File: src/rtl/tern_pkg.sv
package tern_pkg;
  typedef logic [1:0] trit_t;
  localparam trit_t TN = 2'b10;
  localparam trit_t TZ = 2'b00;
  localparam trit_t TP = 2'b01;

  // collapse the unused code onto zero
  function automatic trit_t t_norm(input trit_t x);
    return (x == TP || x == TN) ? x : TZ;
  endfunction

  function automatic trit_t t_neg(input trit_t x);
    case (t_norm(x))
      TP:      return TN;
      TN:      return TP;
      default: return TZ;
    endcase
  endfunction

  // positive inverter: 0 -> +1, else negate
  function automatic trit_t t_pti(input trit_t x);
    return (t_norm(x) == TZ) ? TP : t_neg(x);
  endfunction

  // negative inverter: 0 -> -1, else negate
  function automatic trit_t t_nti(input trit_t x);
    return (t_norm(x) == TZ) ? TN : t_neg(x);
  endfunction

  function automatic trit_t t_min(input trit_t x, input trit_t y);
    trit_t xn, yn;
    xn = t_norm(x);
    yn = t_norm(y);
    if (xn == TN || yn == TN) return TN;
    if (xn == TZ || yn == TZ) return TZ;
    return TP;
  endfunction

  // value detectors: +1 when the input equals the level, -1 otherwise
  function automatic trit_t lit_n(input trit_t x);
    return t_nti(x);
  endfunction

  function automatic trit_t lit_p(input trit_t x);
    return t_nti(t_pti(x));
  endfunction

  function automatic trit_t lit_z(input trit_t x);
    return t_min(t_neg(lit_n(x)), t_neg(lit_p(x)));
  endfunction

  // cycling gates over residues (-1,0,+1) -> (0,1,2)
  function automatic trit_t t_cyc(input trit_t x);
    case (t_norm(x))
      TN:      return TZ;
      TZ:      return TP;
      default: return TN;
    endcase
  endfunction

  function automatic trit_t t_icyc(input trit_t x);
    case (t_norm(x))
      TN:      return TP;
      TZ:      return TN;
      default: return TZ;
    endcase
  endfunction

  // earthed detectors: level itself when matched, zero otherwise
  function automatic trit_t t_ehi(input trit_t x);
    return (lit_p(x) == TP) ? TP : TZ;
  endfunction

  function automatic trit_t t_elo(input trit_t x);
    return (lit_n(x) == TP) ? TN : TZ;
  endfunction

  // three-way selector steered by a trit
  function automatic trit_t t_gate(input trit_t sel, input trit_t on_n,
                                   input trit_t on_z, input trit_t on_p);
    if (lit_n(sel) == TP) return on_n;
    if (lit_z(sel) == TP) return on_z;
    return on_p;
  endfunction
endpackage

File: src/rtl/tern_fa.sv
module tern_fa
  import tern_pkg::*;
(
  input  trit_t a_i,
  input  trit_t b_i,
  input  trit_t c_i,
  output trit_t s_o,
  output trit_t c_o
);
  trit_t an, bn, cn, part, c_ab, c_pc;

  always_comb begin
    an   = t_norm(a_i);
    bn   = t_norm(b_i);
    cn   = t_norm(c_i);
    // sum section: rotate a by b, then rotate by carry-in
    part = t_gate(bn, t_icyc(an), an, t_cyc(an));
    s_o  = t_gate(cn, t_icyc(part), part, t_cyc(part));
    // carry section: two partial carries merged by a third selector
    c_ab = t_gate(bn, t_elo(an), TZ, t_ehi(an));
    c_pc = t_gate(cn, t_elo(part), TZ, t_ehi(part));
    c_o  = t_gate(c_ab, t_icyc(c_pc), c_pc, t_cyc(c_pc));
  end
endmodule

File: src/rtl/tern_chain.sv
module tern_chain
  import tern_pkg::*;
#(
  parameter int N_TRITS = 5
) (
  input  logic [2*N_TRITS-1:0] a_w,
  input  logic [2*N_TRITS-1:0] b_w,
  input  trit_t                cin,
  output logic [2*N_TRITS-1:0] s_w,
  output trit_t                cout
);
  trit_t cy [N_TRITS+1];

  assign cy[0] = cin;

  for (genvar g = 0; g < N_TRITS; g++) begin : g_stage
    tern_fa u_fa (
      .a_i (a_w[2*g +: 2]),
      .b_i (b_w[2*g +: 2]),
      .c_i (cy[g]),
      .s_o (s_w[2*g +: 2]),
      .c_o (cy[g+1])
    );
  end

  assign cout = cy[N_TRITS];
endmodule

File: src/rtl/bal_tern_adder.sv
module bal_tern_adder
  import tern_pkg::*;
#(
  parameter int N_TRITS = 5
) (
  input  logic                 clk,
  input  logic                 rst_n,
  input  logic                 in_valid,
  output logic                 in_ready,
  input  logic [2*N_TRITS-1:0] a_trits,
  input  logic [2*N_TRITS-1:0] b_trits,
  input  logic [1:0]           cin_trit,
  output logic                 out_valid,
  input  logic                 out_ready,
  output logic [2*N_TRITS-1:0] sum_trits,
  output logic [1:0]           cout_trit
);
  localparam int W = 2 * N_TRITS;

  logic [W-1:0] s_comb;
  trit_t        c_comb;
  logic         take;

  tern_chain #(.N_TRITS(N_TRITS)) u_chain (
    .a_w  (a_trits),
    .b_w  (b_trits),
    .cin  (cin_trit),
    .s_w  (s_comb),
    .cout (c_comb)
  );

  assign in_ready = !out_valid || out_ready;
  assign take     = in_valid && in_ready;

  always_ff @(posedge clk or negedge rst_n) begin
    if (!rst_n) begin
      out_valid <= 1'b0;
      sum_trits <= '0;
      cout_trit <= TZ;
    end else begin
      if (take) begin
        sum_trits <= s_comb;
        cout_trit <= c_comb;
      end
      if (take) out_valid <= 1'b1;
      else if (out_ready) out_valid <= 1'b0;
    end
  end
endmodule

File: config.mk
export PLATFORM = sky130hd
export DESIGN_NAME = bal_tern_adder
export DESIGN_NICKNAME = d
export VERILOG_FILES = /design/src/rtl/tern_pkg.sv /design/src/rtl/tern_fa.sv /design/src/rtl/tern_chain.sv /design/src/rtl/bal_tern_adder.sv
export SDC_FILE = /design/constraint.sdc
export NUM_CORES = 1
export LEC_CHECK = 0
export BUFFER_PORTS_ARGS = -buffer_cell sky130_fd_sc_hd__buf_2
export CORE_UTILIZATION = 35
export CTS_CLUSTER_SIZE = 12
export DETAILED_ROUTE_END_ITERATION = 8
export PLACE_DENSITY = 0.64
export SYNTH_ARGS = -nofsm -noshare
export SYNTH_HDL_FRONTEND = slang
export SYNTH_HIERARCHICAL = 1
export SYNTH_SLANG_ARGS = --single-unit
File: constraint.sdc
create_clock -name clk -period 1 [get_ports clk]
set_input_delay 0.25 -clock clk [delete_from_list [all_inputs] [get_ports clk]]
set_output_delay 0.25 -clock clk [all_outputs]
set_load 0.03 [all_outputs]
==> results of run 1 <==
[layer usage]
| metal | wire [um] | global-route usage [%] | vias up |
|---|---|---|---|
| met5 | 0 | 0 | - |
| met4 | 98 | 5.24 | 0 |
| met3 | 145 | 1.28 | 10 |
| met2 | 2880 | 30.3 | 35 |
| met1 | 2530 | 19.8 | 1043 |
| li1 | - | - | 1184 |
[registers in the layout (all words and copies together) (netlist names)]
name	count
cout_trit	2
sum_trits	10
out_valid	1
[power by group through the flow]
stage	logic, mW	registers, mW	clock network [mW]
after floorplan	1.10	1.08	0
after global placement	2.07	0.799	0
after detailed placement	2.13	0.788	0
after CTS	2.75	0.818	0.486
after global routing	3.12	0.843	0.516
final	2.88	0.817	0.481
[cell families after synthesis]
logic type / after synthesis / synth area share [%]
adders and majority gates: 50 / 26.3
DFF: 13 / 13.7
buffers and inverters: 31 / 5.67
muxes: 14 / 8.19
xor gates and xnor gates: 2 / 0.735
AOI/OAI and AO/OA: 52 / 15.6
and+or+nand+nor: 109 / 29.9
[synthesized netlist by cell type (all sizes together)]
cell | count | area share, %
or3b | 6 | 2.5
clkbuf | 5 | 0.89
or3 | 10 | 2.6
o21ai | 2 | 0.42
buf | 1 | 0.84
dfrtp | 13 | 14
nand4 | 3 | 0.79
nor3b | 2 | 1.6
nand2b | 11 | 3.2
a21bo | 2 | 0.84
o211ai | 8 | 3.2
o31ai | 2 | 0.63
inv | 25 | 3.9
nand2 | 14 | 2.5
nor2b | 25 | 6.6
nor2 | 3 | 0.47
mux2 | 14 | 8.2
o311ai | 10 | 3.7
nand3 | 3 | 0.63
and2 | 22 | 6.0
a21oi | 20 | 4.2
and3 | 5 | 1.3
xnor2 | 2 | 0.74
ha | 50 | 26
o31a | 3 | 1.1
or2b | 1 | 0.32
nor4b | 2 | 0.74
nand3b | 2 | 0.63
o21a | 5 | 1.6
[worst paths after layout]
check / from / to / slack, ps / cells after the start
min in group asynchronous: rst_n / sum_trits[1] / 450 / 2
max reg2reg: out_valid / sum_trits[4] / -150 / 3
max in group asynchronous: rst_n / out_valid / 290 / 2
min reg2reg: sum_trits[3] / sum_trits[3] / 550 / 1
min: in_valid / out_valid / 260 / 2
max: b_trits[0] / cout_trit[1] / -5280 / 30
[layout make-up]
class / instances / area, um2 / share of cell area (%)
flip-flops and latches: 13 / 327 / 8.70
repair buffers: 119 / 916 / 24.4
multi-input cells: 227 / 2260 / 60.3
inverters: 25 / 106 / 2.83
clock buffers: 4 / 45.0 / 1.20
well taps: 77 / 96.3 / 2.57
[timing repair]
action	in CTS	in global routing
endpoints found under the hold margin	13	0
hold buffers	1	0
resized for setup	90	19
pin swaps	34	18
setup buffers	14	8
setup endpoints to repair	26	26
==> metrics.txt, run 1 <==
outcome finished, violations left; failing checks DRC, setup timing; Final min period around 6300 ps; Logic pwr share between 60 and 70%; Pint approximately 2.5 mW; max_cap viols 0; PD cells roughly 1100 nW/um2; Tot Pwr between 4 and 5 mW; Netlist cell types 36; Reg clk slew, reported paths about 60 ps; first-pass GRT wire length just under 10 mm; Num CTS Buffers 3; DIE WIDTH 84.5 um; CTS Root Cell clkbuf_8; cells after synthesis about 270; Clock Power Share a little under an eighth; full die area a little over 7000 um2; Non-Filler Instances between 400 and 500; Rows 29; Synth Net Count ~350; Initial Utilization a little under two fifths; fmax around 160 MHz; RSZ-0062 raised after global routing true; remaining global-route overflow 0; worst hold slack roughly 260 ps; CP startpoint kind input port; mapped cell area roughly 2400 um2; CTS tree done; wire per inst approximately 12 um; Worst-Margin Slew about 690 ps; fin crit share 628%; Worst Path Buf+Inv 5; H-tree depth 1; max-slew violations 0; vias in the first global route about 2300; setup violators final 26; clk buf depth 2; share of post-route cells with drive strength above 1 54.1%; Placer Congestion between 0.8 and 0.9; Worst Path Required 1130 ps; net load switching power 1.64 mW; worst vdd ir about 0.67 mV; setup slack at placement -5700 ps; Top cell by count, worst path ha_4; Chip Height between 80 and 90 um; worst stage delay on the critical path around 400 ps; WP data arrival between 6000 and 7000 ps; setup_tns -40520 ps; Sw Share 39.3%; Slowest cell on crit path or3b_1; final hold vios 0; NumNets Final roughly 470; Setup crit end kind flip-flop; initial detailed-routing violation count between 90 and 100; cell count after placement 442; Rel. slew slack a little over half; LEAKAGE ~1.8 nW; DRC Markers 8; I/O pin total 40; final WL between 5 and 6 mm; ANT cells 0; # fillers 542; final instance area around 3800 um2; Via-to-Cell Ratio between 4 and 5; synthesis-stage register bit count 13; largest net degree at the start of global routing 14; Initial DRT Pass Iterations 6; crit-path max FO 5; port buffer count 39; Total GRT Usage between 15 and 20%; most common cell after layout, fill and taps aside buf_4; syn avg cell area between 8 and 9 um2; YS warnings 6; Reg power frac around 20%; ANT nets after route 0; fin util between 50% and 60%; most frequent cells in the layout 76 x buf_4, 38 x ha_1, 22 x buf_2, 22 x nor2b_1, 20 x buf_6; clock skew between 1.5 and 2 ps; area grow syn2layout 57.6%; Post-DP Area about 3200 um2; Setup WS post-layout -5280 ps; Sink Count 13; number of antenna violations at the first check in global routing 0; Setup CP Type in2reg; HP Class in2reg; via count about 2300; Clk Latency, worst-skew pair approximately 240 ps; CORE AREA 6460 um2; DP Wirelength about 4.2 mm; share of the yosys chip area belonging to registers a little over an eighth; Worst path top cell family by delay simple AND/OR/NAND/NOR gates
(Power assumes the default switching activity.)
==> run 2: changes to the inputs <==
--- a/config.mk
+++ b/config.mk
@@ -9,8 +9,10 @@
 export CORE_UTILIZATION = 35
 export CTS_CLUSTER_SIZE = 12
 export DETAILED_ROUTE_END_ITERATION = 8
+export HOLD_SLACK_MARGIN = 0.06
 export PLACE_DENSITY = 0.64
 export SYNTH_ARGS = -nofsm -noshare
 export SYNTH_HDL_FRONTEND = slang
 export SYNTH_HIERARCHICAL = 1
 export SYNTH_SLANG_ARGS = --single-unit
+export TNS_END_PERCENT = 1
==> constraint.sdc (replaced) <==
create_clock -name clk -period 1 [get_ports clk]
set_input_delay 0.05 -clock clk [delete_from_list [all_inputs] [get_ports clk]]
set_output_delay 0.05 -clock clk [all_outputs]
set_load 0.03 [all_outputs]
==> metrics.txt, run 2 (synthesized netlist as in run 1, its figures left out) <==
Worst Path Buf+Inv 3; Top cell by count, worst path ha_4; clock skew between 2 and 2.5 ps; Chip Height around 85 um; PD cells 1040 nW/um2; most common cell after layout, fill and taps aside buf_4; hold endpoint out_valid; DRC Markers 4; R2R Setup Slk -170 ps; wire per inst 11.8 um; max_cap viols 0; Final min period slightly above 6000 ps; Logic pwr share about 64%; remaining global-route overflow 0; I/O pin total 40; HP Class in2reg; ANT nets after route 0; final hold vios 0; worst reg2reg path startpoint out_valid; net load switching power between 1 and 1.5 mW; cell count after placement 440; Rows 29; # fillers between 500 and 600; share of post-route cells with drive strength above 1 a little under half; Via-to-Cell Ratio 4.88; initial detailed-routing violation count 51; largest net degree at the start of global routing 14; Tot Pwr roughly 3.5 mW; Reg clk slew, reported paths 70 ps; WHS Path Cells 3; failing checks DRC, setup timing; setup violators final 12; DP Wirelength roughly 4.2 mm; NumNets Final about 450; max-slew violations 0; Pint ~2.1 mW; top flop regs sum_trits (10), cout_trit (2), out_valid (1); vias in the first global route around 2100; Multi-input gate area approximately 2100 um2; reg2reg path depth 3; Sink Count 13; Total GRT Usage 14.9%; Num CTS Buffers 3; H-tree depth 1; setup_tns -37570 ps; first-pass GRT wire length between 9 and 10 mm; capture point of the worst reg-to-reg path sum_trits[6]; via count 2184; Initial Utilization between 30% and 40%; hold path startpoint out_ready; DIE WIDTH approximately 85 um; most frequent cells in the layout 63 x buf_4, 42 x ha_1, 34 x buf_2, 22 x nor2b_1, 20 x inv_1; number of antenna violations at the first check in global routing 0; Setup WS post-layout -5180 ps; port buffer count 39; CORE AREA ~6500 um2; max reg flops 10; CTS Root Cell clkbuf_8; CTS tree done; ANT cells 0; Initial DRT Pass Iterations 6; Setup crit end kind flip-flop; Biggest register sum_trits; worst vdd ir 0.827 mV; Non-Filler Instances 448; Setup CP Type in2reg; Worst path top cell family by delay simple AND/OR/NAND/NOR gates; full die area between 7000 and 8000 um2; fmax 162 MHz; setup slack at placement -5470 ps; Slowest cell on crit path or3b_4; LEAKAGE between 1.5 and 2 nW; worst stage delay on the critical path ~420 ps; fin util between 50% and 60%; Clk Latency, worst-skew pair 250 ps; FF/Latch Area around 330 um2; CP startpoint kind input port; final WL between 5 and 6 mm; area grow syn2layout 43.2%; Worst Path Required roughly 1100 ps; clk buf depth 2; crit-path max FO 5; RSZ-0062 raised after global routing true; Sw Share 40.9%; outcome finished, violations left; fin crit share 618%; Reg power frac a little over a fifth; Worst-Margin Slew 528 ps; WP data arrival 6310 ps; Rel. slew slack between 60 and 70%; Placer Congestion 0.792; Clock Power Share 14.3%
[run 2: changes by cell type in the layout (fill, tap and decap cells not counted), sizes merged]
cell	change
buf	-18
dlygate4sd3	+1
[run 2: worst min-delay path: cells and delay by family]
| family | cells | cell delay (ps) |
|---|---|---|
| simple gates | 2 | 280 |
| buf+inv | 1 | 90 |
[run 2: timing repair]
item | CTS | global route
resized for setup | 9 | 37
gates cloned | 0 | 0
buffers inserted | 0 | 2
endpoints found under the setup margin | 14 | 13
endpoints found under the hold margin | 14 | 0
hold buffers | 2 | 0
pin swaps | 14 | 26
[run 2: how the worst max path moves through the flow]
stage                     from           end  slack (ps)  cells past startpoint
global route        b_trits[0]  cout_trit[1]       -5370                     28
detailed placement  a_trits[0]  cout_trit[1]       -5470                     27
floorplan           a_trits[0]  cout_trit[1]       -5260                     26
CTS                 a_trits[0]  cout_trit[1]       -5090                     29
finish              b_trits[0]  cout_trit[1]       -5180                     28
global placement    a_trits[0]  cout_trit[1]       -5380                     27
[run 2: power by group through the flow]
stage	combinational, mW	clock, mW	sequential [mW]
floorplan	1.08	0	1.07
global placement	2.05	0	0.771
detailed placement	2.09	0	0.773
CTS	2.15	0.530	0.766
global route	2.49	0.564	0.781
finish	2.27	0.508	0.766
[run 2: cell type report]
| class | instances | share of cell area (%) |
|---|---|---|
| clock buffers | 4 | 1.32 |
| flip-flops and latches | 13 | 9.54 |
| repair buffers | 102 | 20.5 |
| well taps | 77 | 2.82 |
| multi-input cells | 227 | 62.8 |
| inverters | 25 | 2.97 |
[run 2: layer usage]
layer | track usage (%) | vias up | routed length [um]
met5 | 0 | - | 0
li1 | - | 1151 | -
met4 | 1.39 | 0 | 41
met3 | 1.18 | 6 | 150
met2 | 26.5 | 29 | 2560
met1 | 20.2 | 998 | 2540
[run 2: stage by stage]
step / area (um2) / hold slack [ps]
after global placement: 3140 / -25.1
after detailed placement: 3140 / -15.1
final: 3410 / 216
after global routing: 3410 / 232
after CTS: 3240 / 214
after floorplan: 2440 / -246
